### src/rtl/pmon_pkg.sv
package pmon_pkg;
  localparam int CTL_EN_BIT   = 0;
  localparam int CTL_IRQ_BIT  = 1;
  localparam int CTL_SEL_LSB  = 2;
  localparam int CTL_MASK_LSB = 8;
  localparam int ADDR_W       = 5;
  localparam logic [ADDR_W-1:0] DATA_BASE = 5'd8;
  localparam logic [ADDR_W-1:0] STAT_ADDR = 5'd16;
  localparam logic [ADDR_W-1:0] CLR_ADDR  = 5'd17;
endpackage

### src/rtl/pmon_evt_filter.sv
module pmon_evt_filter #(
  parameter int N_EVT   = 8,
  parameter int N_CORES = 8,
  localparam int SEL_W  = $clog2(N_EVT)
) (
  input  logic [N_EVT*N_CORES-1:0] evt_i,
  input  logic [SEL_W-1:0]         sel_i,
  input  logic [N_CORES-1:0]       mask_i,
  output logic                     hit_o
);
  logic [N_CORES-1:0] lanes [N_EVT];

  for (genvar e = 0; e < N_EVT; e++) begin : g_lane
    assign lanes[e] = evt_i[e*N_CORES +: N_CORES];
  end

  assign hit_o = |(lanes[sel_i] & mask_i);
endmodule

### src/rtl/pmon_counter.sv
module pmon_counter #(
  parameter int CNT_W = 48
) (
  input  logic             clk_i,
  input  logic             rst_ni,
  input  logic             inc_i,
  input  logic             wr_i,
  input  logic [CNT_W-1:0] wdata_i,
  output logic [CNT_W-1:0] cnt_o,
  output logic             wrap_o
);
  localparam logic [CNT_W-1:0] ALL_ONES = '1;

  logic [CNT_W-1:0] cnt_q;

  always_ff @(posedge clk_i) begin
    if (!rst_ni)    cnt_q <= '0;
    else if (wr_i)  cnt_q <= wdata_i;
    else if (inc_i) cnt_q <= cnt_q + 1'b1;
  end

  assign wrap_o = inc_i & ~wr_i & (cnt_q == ALL_ONES);
  assign cnt_o  = cnt_q;

  // without a write the counter moves by zero or one
  p_step_one_r2: assert property (@(posedge clk_i) disable iff (!rst_ni)
    !wr_i |=> (cnt_q == $past(cnt_q)) || (cnt_q == $past(cnt_q) + 1'b1));

  // a wrap lands on zero
  p_wrap_zero_r7: assert property (@(posedge clk_i) disable iff (!rst_ni)
    wrap_o |=> (cnt_q == '0));

  // a write wins over an increment
  p_write_wins_r10: assert property (@(posedge clk_i) disable iff (!rst_ni)
    wr_i |=> (cnt_q == $past(wdata_i)));
endmodule

### src/rtl/pmon_ovf_status.sv
module pmon_ovf_status #(
  parameter int N_CTR = 5
) (
  input  logic             clk_i,
  input  logic             rst_ni,
  input  logic [N_CTR-1:0] wrap_i,
  input  logic [N_CTR-1:0] clr_i,
  input  logic [N_CTR-1:0] irq_en_i,
  output logic [N_CTR-1:0] stat_o,
  output logic             irq_o
);
  logic [N_CTR-1:0] stat_q;
  logic             irq_q;

  always_ff @(posedge clk_i) begin
    if (!rst_ni) begin
      stat_q <= '0;
      irq_q  <= 1'b0;
    end else begin
      stat_q <= (stat_q & ~clr_i) | wrap_i;
      irq_q  <= |(wrap_i & ~stat_q & irq_en_i);
    end
  end

  assign stat_o = stat_q;
  assign irq_o  = irq_q;

  // with no clear, no status bit drops
  p_sticky_r8: assert property (@(posedge clk_i) disable iff (!rst_ni)
    (clr_i == '0) |=> ((stat_q & $past(stat_q)) == $past(stat_q)));

  // a wrap in the same cycle as its clear keeps the bit
  p_wrap_beats_clr_r8: assert property (@(posedge clk_i) disable iff (!rst_ni)
    (|(wrap_i & clr_i)) |=> (|(stat_q & $past(wrap_i & clr_i))));

  // a pulse only follows a fresh rise of an enabled bit
  p_irq_edge_r9: assert property (@(posedge clk_i) disable iff (!rst_ni)
    irq_q |-> (|(stat_q & ~$past(stat_q) & $past(irq_en_i))));
endmodule

### src/rtl/pmon_box.sv
module pmon_box
  import pmon_pkg::*;
#(
  parameter int CNT_W   = 48,
  parameter int N_GEN   = 4,
  parameter int N_EVT   = 8,
  parameter int N_CORES = 8,
  localparam int N_CTR  = N_GEN + 1,
  localparam int SEL_W  = $clog2(N_EVT),
  localparam int EVT_W  = N_EVT * N_CORES
) (
  input  logic              clk_i,
  input  logic              rst_ni,
  input  logic              reg_we_i,
  input  logic [ADDR_W-1:0] reg_addr_i,
  input  logic [CNT_W-1:0]  reg_wdata_i,
  output logic [CNT_W-1:0]  reg_rdata_o,
  input  logic [EVT_W-1:0]  evt_i,
  input  logic              glob_en_i,
  output logic [N_CTR-1:0]  ovf_o,
  output logic              irq_o
);
  logic [N_CTR-1:0]   ctl_en, ctl_irq, ctl_wr, data_wr, hit, inc, wrap;
  logic [N_CTR-1:0]   clr_vec;
  logic [SEL_W-1:0]   ctl_sel  [N_GEN];
  logic [N_CORES-1:0] ctl_mask [N_GEN];
  logic [CNT_W-1:0]   cnt      [N_CTR];
  logic [CNT_W-1:0]   ctl_rd   [N_CTR];

  assign clr_vec = (reg_we_i && reg_addr_i == CLR_ADDR) ? reg_wdata_i[N_CTR-1:0] : '0;

  for (genvar i = 0; i < N_CTR; i++) begin : g_ctr
    assign ctl_wr[i]  = reg_we_i && (reg_addr_i == ADDR_W'(i));
    assign data_wr[i] = reg_we_i && (reg_addr_i == DATA_BASE + ADDR_W'(i));

    always_ff @(posedge clk_i) begin
      if (!rst_ni) begin
        ctl_en[i]  <= 1'b0;
        ctl_irq[i] <= 1'b0;
      end else if (ctl_wr[i]) begin
        ctl_en[i]  <= reg_wdata_i[CTL_EN_BIT];
        ctl_irq[i] <= reg_wdata_i[CTL_IRQ_BIT];
      end
    end

    if (i < N_GEN) begin : g_gen
      always_ff @(posedge clk_i) begin
        if (!rst_ni) begin
          ctl_sel[i]  <= '0;
          ctl_mask[i] <= '0;
        end else if (ctl_wr[i]) begin
          ctl_sel[i]  <= reg_wdata_i[CTL_SEL_LSB +: SEL_W];
          ctl_mask[i] <= reg_wdata_i[CTL_MASK_LSB +: N_CORES];
        end
      end

      pmon_evt_filter #(.N_EVT(N_EVT), .N_CORES(N_CORES)) u_filt (
        .evt_i  (evt_i),
        .sel_i  (ctl_sel[i]),
        .mask_i (ctl_mask[i]),
        .hit_o  (hit[i])
      );

      always_comb begin
        ctl_rd[i] = '0;
        ctl_rd[i][CTL_EN_BIT]  = ctl_en[i];
        ctl_rd[i][CTL_IRQ_BIT] = ctl_irq[i];
        ctl_rd[i][CTL_SEL_LSB +: SEL_W]    = ctl_sel[i];
        ctl_rd[i][CTL_MASK_LSB +: N_CORES] = ctl_mask[i];
      end

      // an empty mask never lets the counter move on its own
      p_empty_mask_r4: assert property (@(posedge clk_i) disable iff (!rst_ni)
        (!data_wr[i] && ctl_mask[i] == '0) |=> $stable(cnt[i]));
    end else begin : g_fix
      assign hit[i] = 1'b1;

      always_comb begin
        ctl_rd[i] = '0;
        ctl_rd[i][CTL_EN_BIT]  = ctl_en[i];
        ctl_rd[i][CTL_IRQ_BIT] = ctl_irq[i];
      end
    end

    assign inc[i] = ctl_en[i] & glob_en_i & hit[i];

    pmon_counter #(.CNT_W(CNT_W)) u_cnt (
      .clk_i   (clk_i),
      .rst_ni  (rst_ni),
      .inc_i   (inc[i]),
      .wr_i    (data_wr[i]),
      .wdata_i (reg_wdata_i),
      .cnt_o   (cnt[i]),
      .wrap_o  (wrap[i])
    );

    // a frozen box holds every counter
    p_freeze_r6: assert property (@(posedge clk_i) disable iff (!rst_ni)
      (!glob_en_i && !data_wr[i]) |=> $stable(cnt[i]));

    // a locally disabled counter holds
    p_local_off_r11: assert property (@(posedge clk_i) disable iff (!rst_ni)
      (!ctl_en[i] && !data_wr[i]) |=> $stable(cnt[i]));
  end

  pmon_ovf_status #(.N_CTR(N_CTR)) u_stat (
    .clk_i    (clk_i),
    .rst_ni   (rst_ni),
    .wrap_i   (wrap),
    .clr_i    (clr_vec),
    .irq_en_i (ctl_irq),
    .stat_o   (ovf_o),
    .irq_o    (irq_o)
  );

  always_comb begin
    reg_rdata_o = '0;
    for (int k = 0; k < N_CTR; k++) begin
      if (reg_addr_i == ADDR_W'(k))             reg_rdata_o = ctl_rd[k];
      if (reg_addr_i == DATA_BASE + ADDR_W'(k)) reg_rdata_o = cnt[k];
    end
    if (reg_addr_i == STAT_ADDR) reg_rdata_o = CNT_W'(ovf_o);
  end

  // outputs are quiet in the first cycle after reset
  p_reset_quiet_r1: assert property (@(posedge clk_i)
    !rst_ni |=> (ovf_o == '0 && !irq_o));
endmodule

### config.mk
export PLATFORM = sky130hd
export DESIGN_NAME = pmon_box
export DESIGN_NICKNAME = d
export VERILOG_FILES = /design/src/rtl/pmon_pkg.sv /design/src/rtl/pmon_evt_filter.sv /design/src/rtl/pmon_counter.sv /design/src/rtl/pmon_ovf_status.sv /design/src/rtl/pmon_box.sv
export SDC_FILE = /design/constraint.sdc
export NUM_CORES = 1
export LEC_CHECK = 0
export BUFFER_PORTS_ARGS = -buffer_cell sky130_fd_sc_hd__clkbuf_2
export CORE_UTILIZATION = 46
export CTS_CLUSTER_SIZE = 30
export DETAILED_ROUTE_END_ITERATION = 6
export GPL_TIMING_DRIVEN = 0
export PLACE_DENSITY = 0.67
export SYNTH_ARGS = -nofsm -noshare
export SYNTH_HDL_FRONTEND = slang
export SYNTH_SLANG_ARGS = --single-unit
### constraint.sdc
create_clock -name clk_i -period 4.8 [get_ports clk_i]
set_input_delay 0.96 -clock clk_i [delete_from_list [all_inputs] [get_ports clk_i]]
set_output_delay 0.96 -clock clk_i [all_outputs]
set_load 0.05 [all_outputs]
# --- Word-level counts from Yosys, hierarchy flattened ---
# Memory sizes are Yosys's and may differ from the RTL's.
# Cells that the tools add are included.
word_totals:
  regBits: 256
  mem_bits_rw: 44
  in_bits: 121
  output_inout_bits: 54
  wordCells: 167
  n_memories: 2
classes:
  addsub: 5
  n_lt_le_gt_ge: 4
  eq_ne: 16
  n_mux: 55
  bitwise_logic: 46
  reduce_logical: 22
mem_list:
  columns: ["memory", "depth", "word_bits", "read_ports", "rd_clocked_by_memory_dff", "write_ports", "line_no", "source"]
  rows:
  - ["ctl_mask", 4, 8, 4, 0, 4, "pmon_box.sv:26", "logic [N_CORES-1:0] ctl_mask [N_GEN];"]
  - ["ctl_sel", 4, 3, 4, 0, 4, "pmon_box.sv:25", "logic [SEL_W-1:0] ctl_sel [N_GEN];"]
op_table:
  columns: ["op", "n"]
  rows:
  - ["$mux 48", 20]
  - ["$add 48x1->48 const B", 5]
  - ["$eq 48x48->1 const B", 5]
  - ["$bmux 8 s3", 4]
  - ["$mux 8", 12]
  - ["$and 8x8->8", 4]
  - ["$reduce_or 8->1", 4]
  - ["$eq 5x4->1 const B", 5]
  - ["$and 1x1->1", 19]
  - ["$ge 4x4->1 const B", 4]
  - ["$mux 16", 1]
  - ["$not 3->4", 4]
  - ["$and 5x5->5", 3]
  - ["$mux 1", 13]
  - ["$mux 3", 4]
  - ["$logic_and 1x1->1", 11]
  - ["$eq 5x2->1 const B", 2]
  - ["$eq 5x5->1 const B", 2]
  - ["$not 5->5", 2]
  - ["$reduce_bool 2->1", 5]
  - ["$or 1x1->1", 8]
  - ["$eq 5x1->1 const B", 1]
  - ["$eq 5x3->1 const B", 1]
  - ["$logic_not 5->1", 1]
  - ["other kinds (4)", 8]

# --- Depth between registers and ports, before layout ---
# Gate-level depths: netlist (run 1).
# An unclocked memory read counts as a cell.
logic_depth:
  ltp_word: 13
  mapped_depth: 11
  mapped_depth_nobuf: 8

# --- Cells and area by module ---
# A second synthesis (run 1) with hierarchy kept.
unflattened:
  cells_unflattened: 2485
  hier_area_um2: 20634.8
modules_own_cells:
  columns: ["mod", "n_inst", "cells_per_inst", "area_per_inst_um2"]
  rows:
  - ["pmon_counter", 5, 355, 2751.4]
  - ["pmon_box", 1, 461, 4277.9]
  - ["pmon_evt_filter", 4, 56, 591.8]
  - ["pmon_ovf_status", 1, 25, 232.7]

# --- Worst setup path before layout (run 1) ---
# Ideal clock, no wire load.
synth_path:
  kind: "input-to-output"
  start: "input port reg_addr_i[3]"
  end: "output port reg_rdata_o[13]"
  arrival_time_ns: 3.777
  t_required_ns: 3.840
  setup_slack_ns: 0.063
  cell_stages: 8
  path_buffers: 2
  cell_sequence: "clkbuf_1 or3b_2 nor3_2 clkbuf_1 a222oi_1 a21oi_1 nor2_1 o21ai_0"
synth_via:
  elab_chain_len: 12
  word_cells_on_any_way: 22
  cone_classes: "10 x eq/ne; 11 x mux; 1 x reduce/logical"
synth_lines:
  columns: ["item", "line_no", "source"]
  rows:
  - ["from (decl)", "pmon_box.sv:15", "input logic [ADDR_W-1:0] reg_addr_i,"]
  - ["$logic_not 5->1", "pmon_box.sv:119", "if (reg_addr_i == ADDR_W'(k)) reg_rdata_o = ctl_rd[k];"]
  - ["$mux 16", "pmon_box.sv:119", null]
  - ["$mux 48", "pmon_box.sv:120", "if (reg_addr_i == DATA_BASE + ADDR_W'(k)) reg_rdata_o = cnt[k];"]
  - ["$mux 48", "pmon_box.sv:119", null]
  - ["$mux 48", "pmon_box.sv:120", null]
  - ["$mux 48", "pmon_box.sv:119", null]
  - ["$mux 48", "pmon_box.sv:120", null]
  - ["$mux 48", "pmon_box.sv:119", null]
  - ["$mux 48", "pmon_box.sv:120", null]
  - ["$mux 48", "pmon_box.sv:119", null]
  - ["$mux 48", "pmon_box.sv:120", null]
  - ["$mux 48 *", "pmon_box.sv:122", "if (reg_addr_i == STAT_ADDR) reg_rdata_o = CNT_W'(ovf_o);"]
  - ["to (decl)", "pmon_box.sv:17", "output logic [CNT_W-1:0] reg_rdata_o,"]
# Mark *: on every way between the ends. The rest lies on a longest branch, timed or not.

# --- Final worst setup path (run 1) ---
layout_path:
  start: "input port reg_addr_i[3]"
  end: "output port reg_rdata_o[19]"
layout_via:
  elab_chain_len: 11
  word_cells_on_any_way: 20
  cone_classes: "10 x eq/ne; 10 x mux"
layout_lines:
  columns: ["item", "line_no"]
  rows:
  - ["$eq 5x4->1", "pmon_box.sv:120"]
  - ["$mux 48", "pmon_box.sv:120"]
  - ["$mux 48", "pmon_box.sv:119"]
  - ["$mux 48", "pmon_box.sv:120"]
  - ["$mux 48", "pmon_box.sv:119"]
  - ["$mux 48", "pmon_box.sv:120"]
  - ["$mux 48", "pmon_box.sv:119"]
  - ["$mux 48", "pmon_box.sv:120"]
  - ["$mux 48", "pmon_box.sv:119"]
  - ["$mux 48", "pmon_box.sv:120"]
  - ["$mux 48 *", "pmon_box.sv:122"]
# Marks and branches as above.

==> reports/qor.csv, run 1 <==
stage,metric,value,unit
sta,Max-slew headroom,0.107,
placement,worst slack at placement,-688,ps
sta,measured slew at the worst slew-check pin,1340,ps
clock_network,insertion delay to the later sink of the worst-skew pair,570,ps
setup_path,CP required,3840,ps
clock_network,H-Tree Depth,2,
synth,Mapped Area,0.0199,mm2
clock_network,CTS tree,yes,
global_routing,Global Route met3 Usage,0.0881,
global_routing,met2 Resource Use GR,0.628,
drt,Routed WL per cell,30.0,um
power,Leakage,7.24,nW
status,failing checks,"DRC, setup timing",
sta,Final setup viols,1,
synth,"Seq/Total Area, Yosys",0.323,
synth,Yosys reg bits,300,
clock_network,Max Root-Sink Buffers,3,
setup_path,crit-path cells,clkbuf_1 > or3b_2 > nor2b_1 > clkbuf_2 > clkbuf_2 > a22oi_1 > nand3_1 > clkbuf_2,
setup_path,most frequent CP cell,clkbuf_2,
clock_network,cts hold-fix bufs,0,
setup_path,CP Launch Type,primary input,
drt,Vias,22640,
die,Site Rows,75,
die,chip height,210,um
global_routing,largest net degree at the start of global routing,13,
placement,Port Buffer Count,167,
sta,Final min period,4800,ps
setup_path,"Max FO, Critical Path",10,
setup_path,Worst EP arrival,3840,ps
synth,Yosys warnings,0,
synth,dominant synthesized flop cell,dfxtp_1,
placement,Final Wtd Congestion,1.10,
clock_network,CTS root buf,clkbuf_16,
global_routing,global-route usage over all layers,0.427,
sta,Worst Clk Skew,28.2,ps
sta,worst hold slack,533,ps
setup_path,kind of critical path,primary input to output pin,
sta,Max Clock Freq,208,MHz
global_routing,vias in the first global route,20680,
drt,DRT Pass-1 Iters,7,
drt,final wirelength,96100,um
synth,post-synthesis cell count,2392,
synth,syn_nets,2518,
placement,DPL Wire Length,73400,um
layout,area delta synth->final,13.8,%
power,Worst VDD drop,268,uV
power,PwrDens,279,mW/mm2
global_routing,initial antenna violation count,2,
sta,Slew Limit Fails,0,
sta,RSZ-0062 raised after global routing,false,
setup_path,Critical Path Sink Type,output pin,
min_path,min-delay worst type,register to register,
die,DIE AREA,0.0442,mm2
drt,DRC Markers,11,
clock_network,clock transition at the registers of the reported paths,60,ps
layout,fraction of layout cells with a size suffix above 1,0.136,
setup_path,CP top delay family,buffers and inverters,
die,Die X,210,um
drt,Via density,7.07,
synth,Avg Synthesized Cell Area,8.33,um2
global_routing,Top Usage Layer GRT,met2,
sta,final hold vios,0,
clock_network,TritonCTS buffer count,37,
global_routing,grt total ovfl,0,
sta,final worst setup slack,-4.10,ps
setup_path,slowest CP cell,or3b_2,
status,outcome,"complete, but fails checks",
setup_path,"Largest stage delay, worst path",580,ps
synth,asr flop ratio synth,0,
clock_network,clock sink count,300,
synth,Netlist cell types,78,
die,Core ar.,0.0423,mm2
sta,Final period util,1.00,
die,I/O pins,175,
drt,drt initial violations,3481,
global_routing,first-pass GRT wire length,138000,um
job,max cap viols,0,
setup_path,worst path buffer plus inverter count,4,
layout,fin nets,2725,
drt,Routed Antenna Nets,0,
synth,number of synthesized flops with an enable pin,44,
global_routing,met1 Usage GRT,0.537,
die,Initial Util,0.471,
-- cells in the final DEF (no fill, tap or decap), types with 54 or more instances in the layout --
| cell type | netlist | layout |
|---|---|---|
| dfxtp_1 | 256 | 256 |
| inv_1 | 54 | 54 |
| nor4_1 | 59 | 59 |
| mux4_2 | 57 | 57 |
| nor2_1 | 136 | 136 |
| clkbuf_1 | 160 | 160 |
| a21oi_1 | 139 | 139 |
| clkbuf_2 | 1 | 175 |
| nand3_1 | 157 | 157 |
| nand4_1 | 76 | 76 |
| nand2_1 | 158 | 158 |
| o21ai_0 | 176 | 176 |
| a211oi_1 | 76 | 76 |
| xnor2_1 | 126 | 126 |
| a22oi_1 | 83 | 82 |
| nor3_1 | 61 | 61 |
-- cell families (layout without fill, tap and decap cells) --
kind of cell / after synthesis / in the layout / synth area share
multiplexers: 95 / 95 / 0.0843
XOR/XNOR: 166 / 166 / 0.0729
AND/OR/NAND/NOR: 903 / 903 / 0.245
AO/OA/AOI/OAI: 675 / 675 / 0.221
flip-flops: 300 / 300 / 0.323
buffers and inverters: 248 / 481 / 0.0506
adder cells (fa/ha/maj): 5 / 5 / 0.00314
other: 0 / 1 / 0
-- cell usage after synthesis, drive strengths merged, types with 29 or more instances --
cell type,count,area [um2]
dfxtp,256,5120
o21ai,178,891
clkbuf,161,606
nand2,158,593
nand3,157,786
a21oi,139,696
nor2,136,510
xnor2,126,1100
a22oi,83,623
a211oi,77,583
nand4,76,475
nor3,63,325
nor4,62,407
mux4,57,1280
inv,54,203
and2,52,325
edfxtp,44,1320
a31oi,43,269
xor2,40,350
and3,38,238
buf,33,201
and4,29,254
-- flip-flops by register name, summed over array words and instances, names as in the netlist --
name / cells
ctl_sel: 12
u_stat.irq_o: 1
u_stat.stat_o: 5
ctl_mask: 32
ctl_irq: 5
ctl_en: 5
g_ctr.u_cnt.cnt_o: 240
-- through the flow --
step	setup TNS, ps	util	cell area, um2	std cells	power (mW)
floorplan	0	-	19900	2392	3.19
global placement	-18120	0.508	21500	3136	3.57
detailed placement	-18260	0.508	21500	3136	3.58
CTS	0	0.536	22700	3202	6.29
global route	0	0.536	22700	3203	6.46
finish	-4.10	0.536	22700	3203	6.33
-- path summary, 6_finish.rpt --
check / cells after the start / slack [ps] / startpoint / to
min reg2reg: 2 / 530 / ctl_irq[4] / ctl_irq[4]
max: 8 / -4 / reg_addr_i[3] / reg_rdata_o[19]
max reg2reg: 10 / 340 / ctl_sel[3][1] / u_stat.irq_o
min: 2 / 530 / ctl_irq[4] / ctl_irq[4]
-- final cells by class --
cell class / instances / area [um2]
fillers: 4054 / 19600
multi-input cells: 1844 / 12500
flip-flops and latches: 300 / 6450
clock buffers: 52 / 1060
repair buffers: 168 / 843
plain buffers: 194 / 822
well taps: 577 / 722
inverters: 54 / 203
clock inverters: 13 / 86.3
diodes: 1 / 2.50
-- report_power, final --
group          total, mW  internal [mW]  switching, mW
Sequential          2.73           2.62          0.114
Combinational      0.833          0.272          0.562
Clock               2.76           1.59           1.17
-- repair_timing --
action	in CTS	in global routing
buffers inserted	1	0
endpoints found under the setup margin	35	15
gates resized for setup	8	8
pin swaps	1	0
cloned	0	0
-- worst reg2reg max path, cell delays in order (launching register included) --
cell	delay (ps)
edfxtp_1	320
clkbuf_1	460
buf_2	430
mux4_2	440
a22oi_1	170
nand3_1	110
a211oi_2	1080
clkbuf_1	690
nor4_1	260
nand3_1	140
a41oi_1	200
-- routing by layer --
| layer | up-vias | wire length (um) |
|---|---|---|
| li1 | 9604 | - |
| met3 | 437 | 11300 |
| met2 | 1776 | 39900 |
| met5 | - | 9 |
| met4 | 2 | 9340 |
| met1 | 10821 | 35500 |
Note: power is estimated with default switching activity, not from simulation.
==> run 2, diff against run 1 <==
--- a/config.mk
+++ b/config.mk
@@ -6,11 +6,11 @@
 export NUM_CORES = 1
 export LEC_CHECK = 0
 export BUFFER_PORTS_ARGS = -buffer_cell sky130_fd_sc_hd__clkbuf_2
-export CORE_UTILIZATION = 46
+export CORE_UTILIZATION = 50
 export CTS_CLUSTER_SIZE = 30
 export DETAILED_ROUTE_END_ITERATION = 6
 export GPL_TIMING_DRIVEN = 0
-export PLACE_DENSITY = 0.67
+export PLACE_DENSITY = 0.72
 export SYNTH_ARGS = -nofsm -noshare
 export SYNTH_HDL_FRONTEND = slang
 export SYNTH_SLANG_ARGS = --single-unit
==> run 2 against run 1 <==
The run still ends with DRC, setup timing left; final cell count shrank 1.7%; combinational power up 1%; wire length up 1.0%; total power rose by 6.5%; global-route usage up 4.1 points; sequential share of layout area shrank 0.15 points; cell area is 0.52% higher; register-to-register slack better by 340 ps; die area down 7.9%; largest power group unchanged.
==> reports/qor.csv, run 2 (same netlist as run 1, synthesis figures left out) <==
stage,metric,value,unit
placement,Placed Cells,3077,
setup_path,kind of critical path,primary input to output pin,
global_routing,grt total ovfl,0,
clock_network,CTS root buf,clkbuf_16,
sta,Final period util,1.00,
sta,Max-slew headroom,0.139,
layout,"commonest non-fill, non-tap cell in the layout",dfxtp_1,
die,Core ar.,0.0390,mm2
die,DIE AREA,0.0407,mm2
placement,Port Buffer Count,167,
sta,Max Clock Freq,208,MHz
drt,drt initial violations,3745,
placement,worst slack at placement,-516,ps
die,chip height,202,um
drt,Vias,22774,
sta,measured slew at the worst slew-check pin,1290,ps
drt,Routed Antenna Nets,0,
die,Initial Util,0.511,
clock_network,cts hold-fix bufs,0,
sta,Worst Clk Skew,34.9,ps
setup_path,CP required,3840,ps
layout,Final Non-Filler Cells,3147,
layout,area delta synth->final,14.3,%
clock_network,clock sink count,300,
job,max cap viols,0,
sta,worst hold slack,532,ps
layout,fin nets,2724,
drt,Routed WL per cell,30.8,um
layout,most frequent cells in the layout,"256 x dfxtp_1, 178 x clkbuf_2, 176 x o21ai_0",
setup_path,Worst EP arrival,3860,ps
placement,Area after DPL,0.0214,mm2
die,Site Rows,72,
sta,Final min period,4820,ps
drt,DRC Markers,14,
power,Worst VDD drop,218,uV
layout,"Core Util, Final",0.584,
clock_network,CTS tree,yes,
drt,DRT Pass-1 Iters,7,
global_routing,first-pass GRT wire length,140000,um
setup_path,CP Launch Type,primary input,
clock_network,Max Root-Sink Buffers,3,
layout,fillers,3591,
placement,Final Wtd Congestion,1.08,
drt,Via density,7.24,
global_routing,global-route usage over all layers,0.468,
layout,fraction of layout cells with a size suffix above 1,0.139,
setup_path,Critical Path Sink Type,output pin,
setup_path,"Max FO, Critical Path",10,
clock_network,H-Tree Depth,2,
power,PwrDens,296,mW/mm2
global_routing,largest net degree at the start of global routing,20,
die,Die X,202,um
sta,total negative slack,-19.1,ps
die,I/O pins,175,
sta,Final setup viols,3,
sta,final hold vios,0,
status,outcome,"complete, but fails checks",
sta,final worst setup slack,-17.8,ps
sta,RSZ-0062 raised after global routing,false,
layout,design area,0.0228,mm2
clock_network,clock transition at the registers of the reported paths,60,ps
power,Leakage,7.34,nW
clock_network,TritonCTS buffer count,37,
power,Tot Pwr,6.74,mW
global_routing,vias in the first global route,21086,
status,failing checks,"DRC, setup timing",
drt,final wirelength,97100,um
min_path,min-delay worst type,register to register,
clock_network,insertion delay to the later sink of the worst-skew pair,580,ps
global_routing,initial antenna violation count,3,
layout,max reg flops,240,
sta,Slew Limit Fails,0,
placement,DPL Wire Length,73500,um
==> run 2: changes by cell type in the layout (fill, tap and decap cells not counted), sizes merged <==
cell | before | now
diode | 1 | 3
inv | 54 | 55
buf | 33 | 34
bufinv | 1 | 6
clkbuf | 381 | 380
clkinv | 11 | 7
clkinvlp | 1 | 0
==> run 2: path summary, 6_finish.rpt <==
path | end | depth (start not counted) | from | slack, ps
max | reg_rdata_o[19] | 8 | reg_addr_i[4] | -20
min | g_ctr[4].u_cnt.cnt_o[1] | 2 | g_ctr[4].u_cnt.cnt_o[1] | 530
max reg2reg | u_stat.irq_o | 10 | ctl_sel[3][1] | 680
min reg2reg | g_ctr[4].u_cnt.cnt_o[1] | 2 | g_ctr[4].u_cnt.cnt_o[1] | 530
==> run 2: routing by layer <==
layer	routed length, um	GRT usage	vias up
met5	13	0	-
met4	9520	0.386	2
met3	12600	0.113	482
met2	40300	0.686	1940
met1	34700	0.581	10764
li1	-	-	9586
==> run 2: area by class of cell <==
type	count	area, um2	area share
sequential	300	6450	0.283
clock buffer	53	1120	0.0491
multi-input combinational	1844	12500	0.548
tap	518	648	0.0284
inverter	54	203	0.00889
clock inverter	14	221	0.00971
timing repair buffer	168	843	0.0370
buffer	193	818	0.0359
antenna	3	7.51	0.000329
==> run 2: power by group <==
part | total, mW | internal (mW) | switching (mW)
clock network | 3.17 | 1.95 | 1.22
registers | 2.73 | 2.62 | 0.109
logic | 0.843 | 0.272 | 0.571
total | 6.74 | 4.84 | 1.90
==> run 2: worst max-delay path: stages <==
cell and delay [ps]:
clkbuf_1 200, or3b_2 590, nor2b_2 320, clkbuf_2 420, clkbuf_2 330, a22oi_1 280, nand3_1 390, clkbuf_2 350
==> run 2: repair_timing <==
item                       CTS  global route
pin swaps                    1             1
resized for setup            7            14
setup endpoints to repair   38            35
setup buffers                1             0
